### src/rtl/lst_pkg.sv
package lst_pkg;

   typedef struct packed {
      logic pclk;
      logic acq;
      logic s1;
      logic s2;
      logic s3;
      logic trig;
   } lst_drv_t;

   localparam lst_drv_t DRV_IDLE = '{pclk: 1'b0, acq: 1'b1, s1: 1'b0,
                                     s2: 1'b0, s3: 1'b0, trig: 1'b0};

endpackage

### src/rtl/lst_period_ctr.sv
module lst_period_ctr #(
   parameter int CNT_W   = 16,
   parameter int MIN_LOW = 200,
   parameter int PW      = CNT_W + 1
) (
   input  logic             clk,
   input  logic             rst_n,
   input  logic             start_i,
   input  logic [CNT_W-1:0] div_half_i,
   input  logic [CNT_W-1:0] acq_high_i,
   input  logic [CNT_W-1:0] acq_low_i,
   input  logic [CNT_W-1:0] integ_i,
   input  logic [2:0]       gain_i,
   output logic             running_o,
   output logic             load_o,
   output logic [PW-1:0]    pos_o,
   output logic [CNT_W-1:0] div_q_o,
   output logic [CNT_W-1:0] high_q_o,
   output logic [CNT_W-1:0] integ_q_o,
   output logic [2:0]       gain_q_o
);

   logic [PW-1:0] low_eff;
   logic [PW-1:0] plen_d;
   logic [PW-1:0] plen_q;
   logic [PW-1:0] pos_q;
   logic          run_q;

   // clamp the low interval to its minimum
   always_comb begin
      low_eff = (PW'(acq_low_i) < PW'(MIN_LOW)) ? PW'(MIN_LOW) : PW'(acq_low_i);
      plen_d  = PW'(acq_high_i) + low_eff;
      load_o  = start_i && (!run_q || (pos_q == plen_q - 1'b1));
   end

   always_ff @(posedge clk or negedge rst_n) begin
      if (!rst_n) begin
         run_q     <= 1'b0;
         pos_q     <= '0;
         plen_q    <= PW'(1);
         div_q_o   <= '0;
         high_q_o  <= '0;
         integ_q_o <= '0;
         gain_q_o  <= 3'b000;
      end else if (!start_i) begin
         run_q <= 1'b0;
         pos_q <= '0;
      end else if (load_o) begin
         run_q     <= 1'b1;
         pos_q     <= '0;
         plen_q    <= plen_d;
         div_q_o   <= div_half_i;
         high_q_o  <= acq_high_i;
         integ_q_o <= integ_i;
         gain_q_o  <= gain_i;
      end else begin
         pos_q <= pos_q + 1'b1;
      end
   end

   assign running_o = run_q;
   assign pos_o     = pos_q;

endmodule

### src/rtl/lst_pix_phase.sv
module lst_pix_phase #(
   parameter int CNT_W   = 16,
   parameter int ST_PCLK = 4,
   parameter bit ST_MID  = 1'b1
) (
   input  logic             clk,
   input  logic             rst_n,
   input  logic             load_i,
   input  logic [CNT_W-1:0] div_i,
   output logic             pclk_o,
   output logic             trig_o
);

   localparam logic [CNT_W-1:0] HA = CNT_W'(2 * ST_PCLK);
   localparam logic [CNT_W-1:0] HB = CNT_W'(2 * ST_PCLK + 1);
   localparam logic [CNT_W-1:0] HC = CNT_W'(2 * ST_PCLK + 2);

   logic [CNT_W-1:0] dcnt_q;
   logic [CNT_W-1:0] hidx_q;
   logic [CNT_W-1:0] off;

   always_ff @(posedge clk or negedge rst_n) begin
      if (!rst_n) begin
         dcnt_q <= '0;
         hidx_q <= '0;
      end else if (load_i) begin
         dcnt_q <= '0;
         hidx_q <= '0;
      end else if (div_i != '0) begin
         if (dcnt_q == div_i - 1'b1) begin
            dcnt_q <= '0;
            if (hidx_q != '1) hidx_q <= hidx_q + 1'b1;
         end else begin
            dcnt_q <= dcnt_q + 1'b1;
         end
      end
   end

   // trigger placement inside the low phase
   generate
      if (ST_MID) begin : g_mid
         assign off = div_i >> 1;
      end else begin : g_early
         assign off = '0;
      end
   endgenerate

   always_comb begin
      pclk_o = hidx_q[0];
      trig_o = ((hidx_q == HA) && (dcnt_q >= off)) ||
               (hidx_q == HB) ||
               ((hidx_q == HC) && (dcnt_q < off));
   end

endmodule

### src/rtl/lst_strobe_dec.sv
module lst_strobe_dec #(
   parameter int CNT_W    = 16,
   parameter int PW       = CNT_W + 1,
   parameter int SH_W     = 400,
   parameter int LEAD     = 500,
   parameter int SH1_RISE = 600,
   parameter int SH3_RISE = 100
) (
   input  logic [PW-1:0]    pos_i,
   input  logic [CNT_W-1:0] high_i,
   input  logic [CNT_W-1:0] integ_i,
   input  logic [CNT_W-1:0] div_i,
   output logic             acq_o,
   output logic             s1_o,
   output logic             s2_o,
   output logic             s3_o,
   output logic             valid_o
);

   localparam int EW = CNT_W + 2;

   logic [EW-1:0] pos_e, hi_e, int_e, need_e, s2_on, s1_off;

   always_comb begin
      pos_e   = EW'(pos_i);
      hi_e    = EW'(high_i);
      int_e   = EW'(integ_i);
      need_e  = int_e + EW'(LEAD + SH1_RISE);
      valid_o = (integ_i != '0) && (div_i != '0) && (need_e <= hi_e);
      s2_on   = hi_e - EW'(LEAD);
      s1_off  = s2_on + EW'(SH_W) - int_e;
      acq_o   = pos_e < hi_e;
      s1_o    = (pos_e >= EW'(SH1_RISE)) && (pos_e < s1_off);
      s2_o    = (pos_e >= s2_on) && (pos_e < s2_on + EW'(SH_W));
      s3_o    = (pos_e >= EW'(SH3_RISE)) && (pos_e < EW'(SH3_RISE + SH_W));
   end

endmodule

### src/rtl/lin_sensor_timing.sv
module lin_sensor_timing
   import lst_pkg::*;
#(
   parameter int CNT_W    = 16,
   parameter int MIN_LOW  = 200,
   parameter int SH_W     = 400,
   parameter int LEAD     = 500,
   parameter int SH1_RISE = 600,
   parameter int SH3_RISE = 100,
   parameter int ST_PCLK  = 4,
   parameter bit ST_MID   = 1'b1
) (
   input  logic             clk,
   input  logic             rst_n,
   input  logic             start_i,
   input  logic [CNT_W-1:0] div_half_i,
   input  logic [CNT_W-1:0] acq_high_i,
   input  logic [CNT_W-1:0] acq_low_i,
   input  logic [CNT_W-1:0] integ_i,
   input  logic [2:0]       gain_i,
   output logic             pclk_o,
   output logic             acq_rst_o,
   output logic             samp1_o,
   output logic             samp2_o,
   output logic             samp3_o,
   output logic             trig_o,
   output logic [2:0]       gain_sel_o,
   output logic             busy_o,
   output logic             timing_bad_o
);

   localparam int PW = CNT_W + 1;

   // elaboration-time parameter checks
   generate
      if (MIN_LOW < 1) begin : g_err_low
         $error("MIN_LOW must be at least 1");
      end
      if (SH_W >= LEAD) begin : g_err_lead
         $error("strobe 2 must end before the acquisition-low edge");
      end
      if (SH3_RISE + SH_W > SH1_RISE) begin : g_err_ord
         $error("strobe 3 must end before strobe 1 rises");
      end
      if (2 * ST_PCLK + 2 >= (1 << CNT_W)) begin : g_err_trig
         $error("trigger position exceeds counter range");
      end
   endgenerate

   logic             running, load;
   logic [PW-1:0]    pos;
   logic [CNT_W-1:0] div_q, high_q, integ_q;
   logic             pclk_d, trig_d, acq_d, s1_d, s2_d, s3_d, valid;
   lst_drv_t         drv_d, drv_q;
   logic             busy_q, bad_q;

   lst_period_ctr #(.CNT_W(CNT_W), .MIN_LOW(MIN_LOW), .PW(PW)) u_per (
      .clk(clk), .rst_n(rst_n), .start_i(start_i),
      .div_half_i(div_half_i), .acq_high_i(acq_high_i), .acq_low_i(acq_low_i),
      .integ_i(integ_i), .gain_i(gain_i),
      .running_o(running), .load_o(load), .pos_o(pos),
      .div_q_o(div_q), .high_q_o(high_q), .integ_q_o(integ_q), .gain_q_o(gain_sel_o)
   );

   lst_pix_phase #(.CNT_W(CNT_W), .ST_PCLK(ST_PCLK), .ST_MID(ST_MID)) u_pix (
      .clk(clk), .rst_n(rst_n), .load_i(load), .div_i(div_q),
      .pclk_o(pclk_d), .trig_o(trig_d)
   );

   lst_strobe_dec #(.CNT_W(CNT_W), .PW(PW), .SH_W(SH_W), .LEAD(LEAD),
                    .SH1_RISE(SH1_RISE), .SH3_RISE(SH3_RISE)) u_dec (
      .pos_i(pos), .high_i(high_q), .integ_i(integ_q), .div_i(div_q),
      .acq_o(acq_d), .s1_o(s1_d), .s2_o(s2_d), .s3_o(s3_d), .valid_o(valid)
   );

   always_comb begin
      drv_d = DRV_IDLE;
      if (start_i && running && valid) begin
         drv_d = '{pclk: pclk_d, acq: acq_d, s1: s1_d, s2: s2_d, s3: s3_d, trig: trig_d};
      end
   end

   // registered drive lines: glitch-free outputs
   always_ff @(posedge clk or negedge rst_n) begin
      if (!rst_n) begin
         drv_q  <= DRV_IDLE;
         busy_q <= 1'b0;
         bad_q  <= 1'b0;
      end else begin
         drv_q  <= drv_d;
         busy_q <= start_i && running;
         bad_q  <= start_i && running && !valid;
      end
   end

   assign pclk_o       = drv_q.pclk;
   assign acq_rst_o    = drv_q.acq;
   assign samp1_o      = drv_q.s1;
   assign samp2_o      = drv_q.s2;
   assign samp3_o      = drv_q.s3;
   assign trig_o       = drv_q.trig;
   assign busy_o       = busy_q;
   assign timing_bad_o = bad_q;

endmodule

### config.mk
export PLATFORM = sky130hd
export DESIGN_NAME = lin_sensor_timing
export DESIGN_NICKNAME = d
export VERILOG_FILES = /design/src/rtl/lst_pkg.sv /design/src/rtl/lst_period_ctr.sv /design/src/rtl/lst_pix_phase.sv /design/src/rtl/lst_strobe_dec.sv /design/src/rtl/lin_sensor_timing.sv
export SDC_FILE = /design/constraint.sdc
export NUM_CORES = 1
export LEC_CHECK = 0
export ABC_AREA = 1
export BUFFER_PORTS_ARGS = -buffer_cell sky130_fd_sc_hd__buf_4
export CAP_MARGIN = 30
export CORE_ASPECT_RATIO = 2
export CORE_MARGIN = 2
export CORE_UTILIZATION = 55
export DETAILED_ROUTE_END_ITERATION = 16
export PLACE_DENSITY = 0.74
export SYNTH_ARGS = -nofsm -noshare
export SYNTH_HDL_FRONTEND = slang
export SYNTH_SLANG_ARGS = --single-unit
### constraint.sdc
create_clock -name clk -period 4.65 [get_ports clk]
set_input_delay 0.93 -clock clk [delete_from_list [all_inputs] [get_ports clk]]
set_output_delay 0.93 -clock clk [all_outputs]
set_load 0.01 [all_outputs]
# Word level (Yosys, flattened, before mapping)
# Cells that the tools add are included.
[classes]
addsub = 10
order_cmp = 11
eq_ne = 7
mux = 13
reduce_logical = 23
[op_table]
columns = ["cell", "n"]
rows = [
  ["16-bit two-way mux", 8],
  ["16-bit by 4-bit equality test with 1-bit output (second input constant)", 3],
  ["17-bit by 18-bit < comparator with 1-bit output", 2],
  ["17-bit two-way mux", 2],
  ["16-bit by 1-bit adder with 16-bit output (second input constant)", 2],
  ["16-bit nonzero test", 2],
  ["18-bit by 9-bit adder with 18-bit output (second input constant)", 1],
  ["17-bit by 18-bit >= comparator with 1-bit output", 1],
  ["18-bit by 16-bit <= comparator with 1-bit output", 1],
  ["18-bit by 16-bit subtractor with 18-bit output", 1],
  ["16-bit by 11-bit adder with 17-bit output (second input constant)", 1],
  ["16-bit by 17-bit adder with 17-bit output", 1],
  ["17-bit by 1-bit adder with 17-bit output (second input constant)", 1],
  ["17-bit equality test", 1],
  ["17-bit by 10-bit >= comparator with 1-bit output (second input constant)", 1],
  ["17-bit by 7-bit >= comparator with 1-bit output (second input constant)", 1],
  ["17-bit by 16-bit < comparator with 1-bit output", 1],
  ["17-bit by 9-bit < comparator with 1-bit output (second input constant)", 1],
  ["16-bit by 9-bit subtractor with 17-bit output (second input constant)", 1],
  ["17-bit by 1-bit subtractor with 17-bit output (second input constant)", 1],
  ["16-bit equality test", 1],
  ["16-bit by 15-bit >= comparator with 1-bit output", 1],
  ["16-bit by 15-bit < comparator with 1-bit output", 1],
  ["16-bit by 8-bit < comparator with 1-bit output (second input constant)", 1],
  ["11 further kinds", 27],
]
[word_totals]
reg_bits = 126
wordCells = 81

# Depth between registers and ports, before layout
# Gate-level depths: netlist (run 1).
[depth]
ltp_word = 6
ltp_mapped = 26

# Modules after synthesis
# Synthesis (run 1) repeated with hierarchy kept, for this count alone.
[hier_totals]
hier_cells = 1788
hier_area_um2 = 12194.2
[modules_own_cells]
columns = ["module", "n_inst", "cells_per_inst", "area_each_um2", "seq_area_each_um2"]
rows = [
  ["lst_period_ctr", 1, 686, 5041.1, 2153.3],
  ["lst_strobe_dec", 1, 578, 3683.5, 0.0],
  ["lst_pix_phase", 1, 500, 3199.3, 800.8],
  ["lin_sensor_timing", 1, 24, 270.3, 201.4],
]

# Least setup slack after synthesis (run 1)
# OpenSTA, ideal clock, no wires.
[synth_path]
path_kind = "reg-to-reg"
startpoint = "reg u_per.high_q_o[2]"
endpoint = "reg drv_q, in the netlist samp1_o"
setup_time_ps = 77
arrival_ps = 3612
t_required_ps = 4573
path_slack_ps = 960
stages_incl_launch_ff = 24
synth_period_minus_slack_ps = 3690
path_cell_list = "dfrtp_1 > inv_1 > ha_1 > xnor2_1 > ha_1 > nand3_1 > nand3_1 > nand2_1 > o21ai_0 > inv_1 > ha_1 > a21oi_1 > o21ai_0 > o21bai_1 > xnor2_1 > ha_1 > nand2_1 > nor2_1 > a211oi_1 > o21ai_0 > nand3_1 > nand2_1 > a21o_1 > a21oi_1"
[synth_lines]
columns = ["item", "line_no", "rtl"]
rows = [
  ["from (decl)", "lst_period_ctr.sv:18", "output logic [CNT_W-1:0] high_q_o,"],
  ["from (signal assigned)", "lst_period_ctr.sv:53", "high_q_o <= acq_high_i;"],
  ["to (signal assigned)", "lin_sensor_timing.sv:90", "drv_q <= drv_d;"],
  ["to (decl)", "lin_sensor_timing.sv:54", "lst_drv_t drv_d, drv_q;"],
]

==> results of run 1 <==
[cell families (layout without fill, tap and decap cells)]
family                   count (synthesis)  count (layout)  share of synthesized area [%]
AO/OA/AOI/OAI                          228             228                           11.2
adder cells (fa/ha/maj)                136             136                           14.6
AND/OR/NAND/NOR                        784             784                           29.3
XOR/XNOR                               116             116                           9.09
buffers and inverters                  256             337                           8.97
flip-flops                             126             126                           26.9
[critical path, delay by kind of cell (launching register included)]
family,cells,cell delay (ps)
AOI/OAI and AO/OA,7,1560
xor gates and xnor gates,3,600
adders and majority gates,3,920
buffers and inverters,2,200
DFF,1,400
and+or+nand+nor,6,490
[cell usage in the layout (no fill, tap or decap), drive strengths merged, types with 5 or more instances in the layout]
master,n
buf,86
nand4,56
nor2,173
dfrtp,124
o211ai,15
a21o,5
xnor2,42
clkinv,8
xor2,71
nand3b,9
nor4,11
a21oi,70
nor3b,6
nand3,86
inv,221
or2,6
nor3,28
clkbuf,18
ha,134
nand2,407
o21ai,109
[registers in the layout (all words and copies together) (netlist names), 3 cells and up]
signal / cells
u_per.div_q_o: 16
u_per.gain_q_o: 3
u_per.integ_q_o: 16
u_pix.hidx_q: 16
u_per.high_q_o: 16
u_pix.dcnt_q: 16
u_per.pos_o: 17
u_per.plen_q: 17
[cells in the mapped netlist (9+ instances only)]
cell / count / area share, %
clkbuf_1: 14 / 0.45
nor2_1: 163 / 5.2
dfrtp_1: 124 / 26
o211ai_2: 9 / 0.96
nand3_1: 82 / 3.5
o21ai_0: 71 / 3.0
ha_1: 134 / 14
xor2_1: 70 / 5.2
nor3_1: 27 / 1.2
xnor2_1: 42 / 3.1
nand3b_1: 9 / 0.58
nand2_1: 403 / 13
o21ai_1: 37 / 1.6
nand4_1: 55 / 2.9
a21oi_1: 70 / 3.0
nor4_1: 10 / 0.53
inv_1: 212 / 6.8
buf_2: 10 / 0.43
buf_6: 9 / 0.86
[metrics by stage]
step | setup TNS [ps] | power (W) | area, um2 | setup WS, ps
2_1_floorplan | 0 | 0.00267 | 11700 | 960
3_5_place_dp | 0 | 0.00314 | 12500 | 381
6_report | 0 | 0.00464 | 13200 | 391
3_3_place_gp | 0 | 0.00310 | 12500 | 484
4_1_cts | 0 | 0.00465 | 13200 | 335
5_1_grt | -7.23 | 0.00496 | 13200 | -7.23
[power breakdown]
group	total (W)	internal [W]	switching (W)
Sequential	0.00134	0.00120	0.000134
Clock	0.00149	0.000922	0.000568
Combinational	0.00182	0.000705	0.00111
Total	0.00464	0.00283	0.00181
[per-layer routing]
| metal | vias to the layer above | track usage (%) | routed length (um) |
|---|---|---|---|
| li1 | 5545 | - | - |
| met3 | 119 | 3.89 | 898 |
| met5 | - | 0 | 0 |
| met1 | 5211 | 29.8 | 11800 |
| met4 | 0 | 22.7 | 2600 |
| met2 | 240 | 58.9 | 18300 |
[path summary, 6_finish.rpt]
kind,from,depth (start not counted),slack (ps),endpoint
worst max-delay path,u_per.high_q_o[2]$_DFFE_PN0P_,21,390,samp1_o$_DFF_PN0_
worst min-delay path,u_per.gain_q_o[0]$_DFFE_PN0P_,2,490,u_per.gain_q_o[0]$_DFFE_PN0P_
worst max register to register,u_per.high_q_o[2]$_DFFE_PN0P_,21,390,samp1_o$_DFF_PN0_
worst min register to register,u_per.gain_q_o[0]$_DFFE_PN0P_,2,490,u_per.gain_q_o[0]$_DFFE_PN0P_
max in group asynchronous,rst_n,2,3190,acq_rst_o$_DFF_PN1_
min in group asynchronous,rst_n,1,580,u_per.div_q_o[2]$_DFFE_PN0P_
[layout make-up]
type	instances	area share, %
Sequential cell	126	23.9
Timing Repair Buffer	86	5.09
Inverter	219	6.25
Multi-Input combinational cell	1264	57.2
Tap cell	269	2.55
Clock buffer	18	3.33
Clock inverter	14	1.59
==> flow_metrics.py, run 1 <==
metrics = {
    "run_status": {
        "status": "finished clean",
    },
    "synthesis": {
        "avgSynthCellArea_um2": 7.14,
        "synth.ff_latch_count": 126,
        "synth-edff-count": 0,
        "synthArstFlopShare_pct": 100,
        "ys_seq_area_share_pct": 26.9,
        "syn-num-nets": 1852,
        "yosysWarningCount": 0,
        "synthCells": 1646,
        "synthDistinctLibCells": 54,
        "synth-main-ff-cell": "dfrtp_1",
        "syn-cell-area_um2": 11700,
    },
    "pwr": {
        "pwr_density_cell_nw_per_um2": 352,
        "max-vdd-ir-drop_mv": 0.327,
        "p_leak_nw": 6.83,
    },
    "clock_network": {
        "numCtsBuffers": 17,
        "h-tree-depth": 4,
        "postCtsSetupBuffers": 0,
        "cts_sinks": 126,
        "cts_tree": "built",
        "ctsHoldBuffers": 0,
        "cts_resized": 0,
        "clock_latency_ps": 450,
        "clockBufferDepth": 2,
        "clock-root-buffer": "clkbuf_16",
        "clkTransAtPathRegs_ps": 60,
    },
    "sta": {
        "slew_viol_final": 0,
        "relSlewSlack_pct": 45.3,
        "period_minus_slack_ps": 4260,
        "fin_skew_ps": 13.4,
        "final-hold-violation-count": 0,
        "whs_ps": 488,
        "fmax_mhz": 235,
        "min_period_over_period_pct": 91.6,
        "worst_slew_pin_slew_ps": 821,
        "setup-violations-final": 0,
    },
    "critical_path": {
        "worst-setup-path-type": "reg2reg",
        "path_max_fanout": 5,
        "slowest_stage": "dfrtp_1",
        "arrival_ps": 4630,
        "worstPathRequired_ps": 5020,
        "start_kind": "flop",
        "slowest_delay_ps": 400,
        "endpoint_kind": "flop",
        "crit_chain": "inv_1 > ha_1 > xnor2_2 > nand3_1 > xor2_1 > inv_1 > ha_1 > nand2_1 > o21ai_0 > a21boi_0 > o21ai_0 > xnor2_1 > ha_1 > nand2_1 > nor2_1 > a211oi_1 > o21ai_0 > nand3_1 > nand2_1 > a21o_1 > a21oi_1",
    },
    "die": {
        "io_pins": 81,
        "initial_core_util_pct": 56.1,
        "num_rows": 75,
        "fp.dieH_um": 211,
        "die_area_um2": 22600,
        "coreArea_um2": 20900,
        "die_w_um": 107,
    },
    "final_layout": {
        "syn_to_final_growth_pct": 12.2,
        "n_fill_cell": 2021,
        "nets": 1920,
        "fin_cells": 1996,
        "final_util_pct": 63.0,
        "multi_input_area_um2": 7540,
        "n_antenna_cell": 0,
        "layout-drive-gt1-share_pct": 9.61,
        "regArea_um2": 3160,
    },
    "routing": {
        "wl_mm": 33.6,
        "via_count": 11115,
        "drc_errors": 0,
        "wl_per_cell_um": 16.8,
        "dr.pass1.iters": 5,
        "viasPerCell": 5.57,
        "ant_nets": 0,
        "initialDrtViolationCount": 597,
    },
    "place": {
        "gp_congestion": 0.988,
        "dp_hpwl_mm": 26.7,
        "port_buffers": 80,
        "dp.cells": 1964,
    },
    "min_path": {
        "hold_class": "reg2reg",
    },
    "grt": {
        "antenna_found_initial": 0,
        "grt_pass1_vias": 11190,
        "grt_pass1_wl_mm": 54.2,
        "overflow": 0,
        "grt_max_degree": 70,
        "groute.usage.overall_pct": 31.1,
    },
    "run": {
        "cap_violations": 0,
    },
}
No activity file was read; power rests on OpenSTA's default activity.
==> run 2, diff against run 1 <==
--- a/config.mk
+++ b/config.mk
@@ -12,7 +12,8 @@
 export CORE_MARGIN = 2
 export CORE_UTILIZATION = 55
 export DETAILED_ROUTE_END_ITERATION = 16
-export PLACE_DENSITY = 0.74
+export PLACE_DENSITY = 0.73
 export SYNTH_ARGS = -nofsm -noshare
 export SYNTH_HDL_FRONTEND = slang
+export SYNTH_HIERARCHICAL = 1
 export SYNTH_SLANG_ARGS = --single-unit
==> run 2 against run 1 <==
Sequential share of layout area shrank 0.73 points. Clock skew shrank 2.2 ps. Cell count grew 7.2%. Global-route usage grew 1.2 points. Setup slack lost 19 ps. Critical endpoint unchanged. Routed wire length grew 7.0%.
==> flow_metrics.py, run 2 <==
metrics = {
    "critical_path": {
        "r2r-end": "samp1_o$_DFF_PN0_",
        "crit_top_cell": "nand2_1",
        "slowest_stage": "dfrtp_1",
        "reg2reg_from": "u_per/high_q_o[2]$_DFFE_PN0P_",
        "cp-startpoint": "u_per/high_q_o[2]$_DFFE_PN0P_",
        "worstPathRequired_ps": 5020,
        "reg2reg_depth": 26,
        "arrival_ps": 4650,
        "slowest_delay_ps": 410,
        "reg2reg_slack_ps": 370,
        "worst-setup-path-type": "reg2reg",
        "endpoint_kind": "flop",
        "path_max_fanout": 5,
        "start_kind": "flop",
    },
    "synthesis": {
        "yosysWarningCount": 6,
        "synth_top_area_share_pct": 25.4,
        "synth-edff-count": 0,
        "syn-num-nets": 1993,
        "synth.ff_latch_count": 126,
        "synthCells": 1788,
        "synth-main-ff-cell": "dfrtp_1",
        "synthArstFlopShare_pct": 100,
        "synth-xor-area-share_pct": 7.10,
        "syn-cell-area_um2": 12200,
        "yosysTopAreaCell": "dfrtp_1",
        "yosysMostFrequentCell": "nand2_1",
        "yosys-top-cells-area": "dfrtp_1, nand2_1, ha_1",
        "avgSynthCellArea_um2": 6.82,
        "synth_top_family_by_area": "simple AND/OR/NAND/NOR gates",
        "synth_common_cells": "nand2_1, inv_1, nor2_1",
        "synthAdderAreaFrac_pct": 14.0,
        "synth-compound-area-share_pct": 7.63,
        "muxShareOfSynthArea_pct": 0,
        "ys_seq_area_share_pct": 25.9,
        "synthSimpleGateAreaFrac_pct": 36.5,
        "synthDistinctLibCells": 53,
    },
    "routing": {
        "ant_nets": 0,
        "viasPerCell": 5.57,
        "initialDrtViolationCount": 591,
        "drc_errors": 0,
        "via_count": 11911,
        "wl_mm": 35.9,
        "dr.pass1.iters": 7,
        "wl_per_cell_um": 16.8,
    },
    "sta": {
        "setup-violations-final": 0,
        "relSlewSlack_pct": 37.8,
        "fin_skew_ps": 11.2,
        "final-hold-violation-count": 0,
        "fmax_mhz": 234,
        "finalSetupTns_ps": 0,
        "slew_viol_final": 0,
        "worst_slew_pin_slew_ps": 931,
        "whs_ps": 462,
        "grt_setup_unrepaired": "false",
        "min_period_over_period_pct": 92.0,
        "period_minus_slack_ps": 4280,
    },
    "die": {
        "fp.dieH_um": 215,
        "initial_core_util_pct": 55.5,
        "die_w_um": 109,
        "num_rows": 77,
        "die_area_um2": 23500,
        "coreArea_um2": 22000,
        "io_pins": 81,
    },
    "pwr": {
        "p_leak_nw": 7.25,
        "max-vdd-ir-drop_mv": 0.384,
        "power_w": 0.00472,
        "pwr_density_cell_nw_per_um2": 347,
    },
    "final_layout": {
        "syn_to_final_growth_pct": 11.5,
        "nets": 2055,
        "layout-drive-gt1-share_pct": 10.1,
        "final_common_cell": "nand2_1",
        "final_cell_mix": "nand2_1, inv_1, nor2_1, nand3_1, ha_1",
        "final_cell_area_um2": 13600,
        "n_antenna_cell": 0,
    },
    "clock_network": {
        "h-tree-depth": 4,
        "ctsHoldBuffers": 0,
        "clock_latency_ps": 440,
        "cts_resized": 0,
        "clock-root-buffer": "clkbuf_16",
        "cts_tree": "built",
        "numCtsBuffers": 17,
        "postCtsSetupBuffers": 0,
        "cts_sinks": 126,
        "clkTransAtPathRegs_ps": 60,
        "clockBufferDepth": 2,
    },
    "grt": {
        "antenna_found_initial": 0,
        "grt_max_degree": 74,
        "grt_pass1_vias": 11939,
        "grt_pass1_wl_mm": 58.2,
        "groute.usage.overall_pct": 32.3,
        "overflow": 0,
    },
    "run": {
        "cap_violations": 0,
    },
    "place": {
        "dp_hpwl_mm": 28.9,
        "place_area_um2": 13000,
        "port_buffers": 80,
        "gp_congestion": 0.957,
    },
    "min_path": {
        "hold_class": "in2async",
    },
    "run_status": {
        "status": "finished clean",
    },
}
## run 2: per-layer routing
| layer | track usage [%] | wire, um | vias to the layer above |
|---|---|---|---|
| li1 | - | - | 5949 |
| met1 | 31.7 | 12700 | 5550 |
| met2 | 58.9 | 19000 | 287 |
| met3 | 5.20 | 1230 | 125 |
| met4 | 23.0 | 3010 | 0 |
| met5 | 0 | 0 | - |
## run 2: logic make-up after synthesis
logic type | after synthesis
adders and majority gates | 135
AOI/OAI and AO/OA | 163
buffers and inverters | 277
xor gates and xnor gates | 95
DFF | 126
and+or+nand+nor | 992
## run 2: worst max-delay path, delay by kind of cell (launching register included)
family,cells,cell delay [ps]
buffers and inverters,3,220
adder cells (fa/ha/maj),3,820
AND/OR/NAND/NOR,16,2130
AO/OA/AOI/OAI,2,270
XOR/XNOR,2,370
flip-flops,1,410
## run 2: through the flow
step	util, %	std cells	setup WS (ps)
2_1_floorplan	-	1788	1020
3_3_place_gp	59.1	2107	459
3_5_place_dp	59.1	2107	400
4_1_cts	61.9	2139	391
5_1_grt	61.9	2139	30.1
6_report	61.9	2139	373
## run 2: power by group
group          switching (W)  internal, W
registers           0.000186      0.00122
clock network       0.000499     0.000868
logic                0.00122     0.000732
## run 2: layout make-up
| cell class | instances | area (um2) |
|---|---|---|
| well taps | 276 | 345 |
| clock buffers | 22 | 464 |
| clock inverters | 10 | 139 |
| inverters | 233 | 875 |
| repair buffers | 87 | 657 |
| flip-flops and latches | 126 | 3160 |
| multi-input cells | 1385 | 7960 |
| fillers | 2128 | 8380 |
## run 2: worst max path at each step
stage | endpoint
after global placement | samp1_o$_DFF_PN0_
after floorplan | samp1_o$_DFF_PN0_
after detailed placement | samp1_o$_DFF_PN0_
after global routing | samp1_o$_DFF_PN0_
after CTS | samp1_o$_DFF_PN0_
final | samp1_o$_DFF_PN0_
==> run 3, diff against run 2 <==
==> constraint.sdc (replaced) <==
create_clock -name clk -period 4.8 [get_ports clk]
set_input_delay 0.96 -clock clk [delete_from_list [all_inputs] [get_ports clk]]
set_output_delay 0.96 -clock clk [all_outputs]
set_load 0.01 [all_outputs]
==> run 3 against run 2 <==
Combinational power down 3%. Routed wire length down 0.46%. Sequential share of layout area about the same. Global-route usage down 0.35 points. Critical endpoint unchanged.
==> flow_metrics.py, run 3 (synthesis gave the netlist of run 2 again) <==
metrics = {
    "clock_network": {
        "cts_sinks": 126,
        "clockBufferDepth": 2,
        "numCtsBuffers": 17,
        "clock-root-buffer": "clkbuf_16",
        "cts_resized": 0,
        "cts_tree": "built",
        "h-tree-depth": 4,
        "clkTransAtPathRegs_ps": 60,
        "clock_latency_ps": 440,
        "postCtsSetupBuffers": 0,
        "ctsHoldBuffers": 0,
    },
    "final_layout": {
        "n_fill_cell": 2146,
        "syn_to_final_growth_pct": 11.7,
        "regArea_um2": 3160,
        "layout-drive-gt1-share_pct": 10.3,
        "multi_input_area_um2": 7960,
        "final_common_cell": "nand2_1",
        "nets": 2056,
        "final_cell_mix": "nand2_1, inv_1, nor2_1, nand3_1, ha_1",
        "n_antenna_cell": 0,
    },
    "min_path": {
        "min_from": "u_per/plen_q[0]$_DFFE_PN1P_",
        "hold_class": "reg2reg",
    },
    "critical_path": {
        "reg2reg_from": "u_per/high_q_o[2]$_DFFE_PN0P_",
        "arrival_ps": 4600,
        "cp-startpoint": "u_per/high_q_o[2]$_DFFE_PN0P_",
        "worst-setup-path-type": "reg2reg",
        "start_kind": "flop",
        "path_max_fanout": 5,
        "worstPathRequired_ps": 5160,
        "endpoint_kind": "flop",
        "reg2reg_slack_ps": 570,
    },
    "die": {
        "num_rows": 77,
        "initial_core_util_pct": 55.5,
        "die_w_um": 109,
        "die_area_um2": 23500,
        "fp.dieH_um": 215,
        "io_pins": 81,
        "coreArea_um2": 22000,
    },
    "grt": {
        "grt_pass1_vias": 11833,
        "grt_max_degree": 73,
        "antenna_found_initial": 0,
        "groute.usage.overall_pct": 31.9,
        "grt_pass1_wl_mm": 57.4,
        "overflow": 0,
    },
    "pwr": {
        "p_seq_share_pct": 29.5,
        "p_int_w": 0.00272,
        "max-vdd-ir-drop_mv": 0.270,
        "switching_share_pct": 40.8,
        "comb_power_share_pct": 41.0,
        "pwr_density_cell_nw_per_um2": 338,
        "switching_power_w": 0.00188,
        "p_leak_nw": 7.27,
        "power_frac_clock_pct": 29.5,
    },
    "sta": {
        "period_minus_slack_ps": 4230,
        "relSlewSlack_pct": 46.6,
        "slew_viol_final": 0,
        "grt_setup_unrepaired": "false",
        "min_period_over_period_pct": 88.2,
        "worst_slew_pin_slew_ps": 797,
        "setup-violations-final": 0,
        "fmax_mhz": 236,
        "setup_slack_ps": 567,
        "final-hold-violation-count": 0,
        "fin_skew_ps": 8.84,
        "finalSetupTns_ps": 0,
    },
    "routing": {
        "wl_per_cell_um": 16.7,
        "ant_nets": 0,
        "via_count": 11852,
        "wl_mm": 35.8,
        "initialDrtViolationCount": 590,
        "viasPerCell": 5.54,
        "dr.pass1.iters": 5,
        "drc_errors": 0,
    },
    "run_status": {
        "status": "finished clean",
    },
    "place": {
        "gp_congestion": 1.01,
        "port_buffers": 80,
        "dp_hpwl_mm": 28.7,
        "dpl_worst_slack_ps": 622,
    },
    "run": {
        "cap_violations": 0,
    },
}
run 3: changes by cell type in the layout (fill, tap and decap cells not counted):
cell / change
buf_4: +1
clkinvlp_4: -2
clkinv_2: -2
clkinv_4: +5
clkbuf_1: -3
inv_6: +3
clkbuf_8: -1
run 3: final timing paths:
kind | to | cells after the start
hold / removal | u_per/plen_q[0]$_DFFE_PN1P_ | 2
hold reg to reg | u_per/plen_q[0]$_DFFE_PN1P_ | 2
setup / recovery | samp1_o$_DFF_PN0_ | 26
setup reg to reg | samp1_o$_DFF_PN0_ | 26
min in group asynchronous | u_per/pos_o[3]$_DFF_PN0_ | 1
max in group asynchronous | acq_rst_o$_DFF_PN1_ | 2
run 3: per-stage QoR:
stage | cell area [um2] | util [%] | instances | hold WS, ps | power (W)
after floorplan | 12200 | - | 1788 | 442 | 0.00274
after detailed placement | 13000 | 59.2 | 2108 | 463 | 0.00324
after global placement | 13000 | 59.2 | 2108 | 461 | 0.00320
after global routing | 13600 | 62.0 | 2140 | 500 | 0.00495
after CTS | 13600 | 62.0 | 2140 | 474 | 0.00462
final | 13600 | 62.0 | 2140 | 471 | 0.00460
run 3: per-layer routing:
| layer | GRT usage, % | vias up | share of wire (%) | routed length, um |
|---|---|---|---|---|
| li1 | - | 5950 | - | - |
| met2 | 60.8 | 255 | 55 | 19800 |
| met3 | 4.16 | 94 | 3.2 | 1130 |
| met4 | 19.5 | 0 | 6.2 | 2200 |
| met5 | 0 | - | 0 | 0 |
| met1 | 31.2 | 5553 | 35 | 12600 |
run 3: power by group through the flow:
stage                     combinational (W)  clock [W]  sequential, W
after floorplan                     0.00142          0        0.00132
after global placement              0.00183          0        0.00137
after detailed placement            0.00187          0        0.00137
after CTS                           0.00188    0.00139        0.00135
after global routing                0.00215    0.00143        0.00138
final                               0.00189    0.00136        0.00136
run 3: area by class of cell:
class                   count  area share [%]
clock inverters            14            1.35
flip-flops and latches    126            23.2
clock buffers              18            3.22
repair buffers             88            4.88
well taps                 276            2.54
inverters                 233            6.42
multi-input cells        1385            58.4
run 3: worst max-delay path, cell delays in order, from the launching register on:
cell	delay, ps
dfrtp_1	400
inv_1	120
ha_1	230
nor2_4	80
nor2_1	250
nand3_1	200
nand3_1	150
nand2_2	80
nor2_2	80
nand2_1	110
nor2_2	130
xor2_1	200
inv_1	70
ha_1	360
nand2_1	90
nor2_1	240
nand3_1	200
nand2_1	170
xor2_1	170
ha_1	260
a21oi_1	140
nand2_1	70
nand2_1	50
nand2_1	60
a21oi_2	120
inv_1	40
nor2_1	90
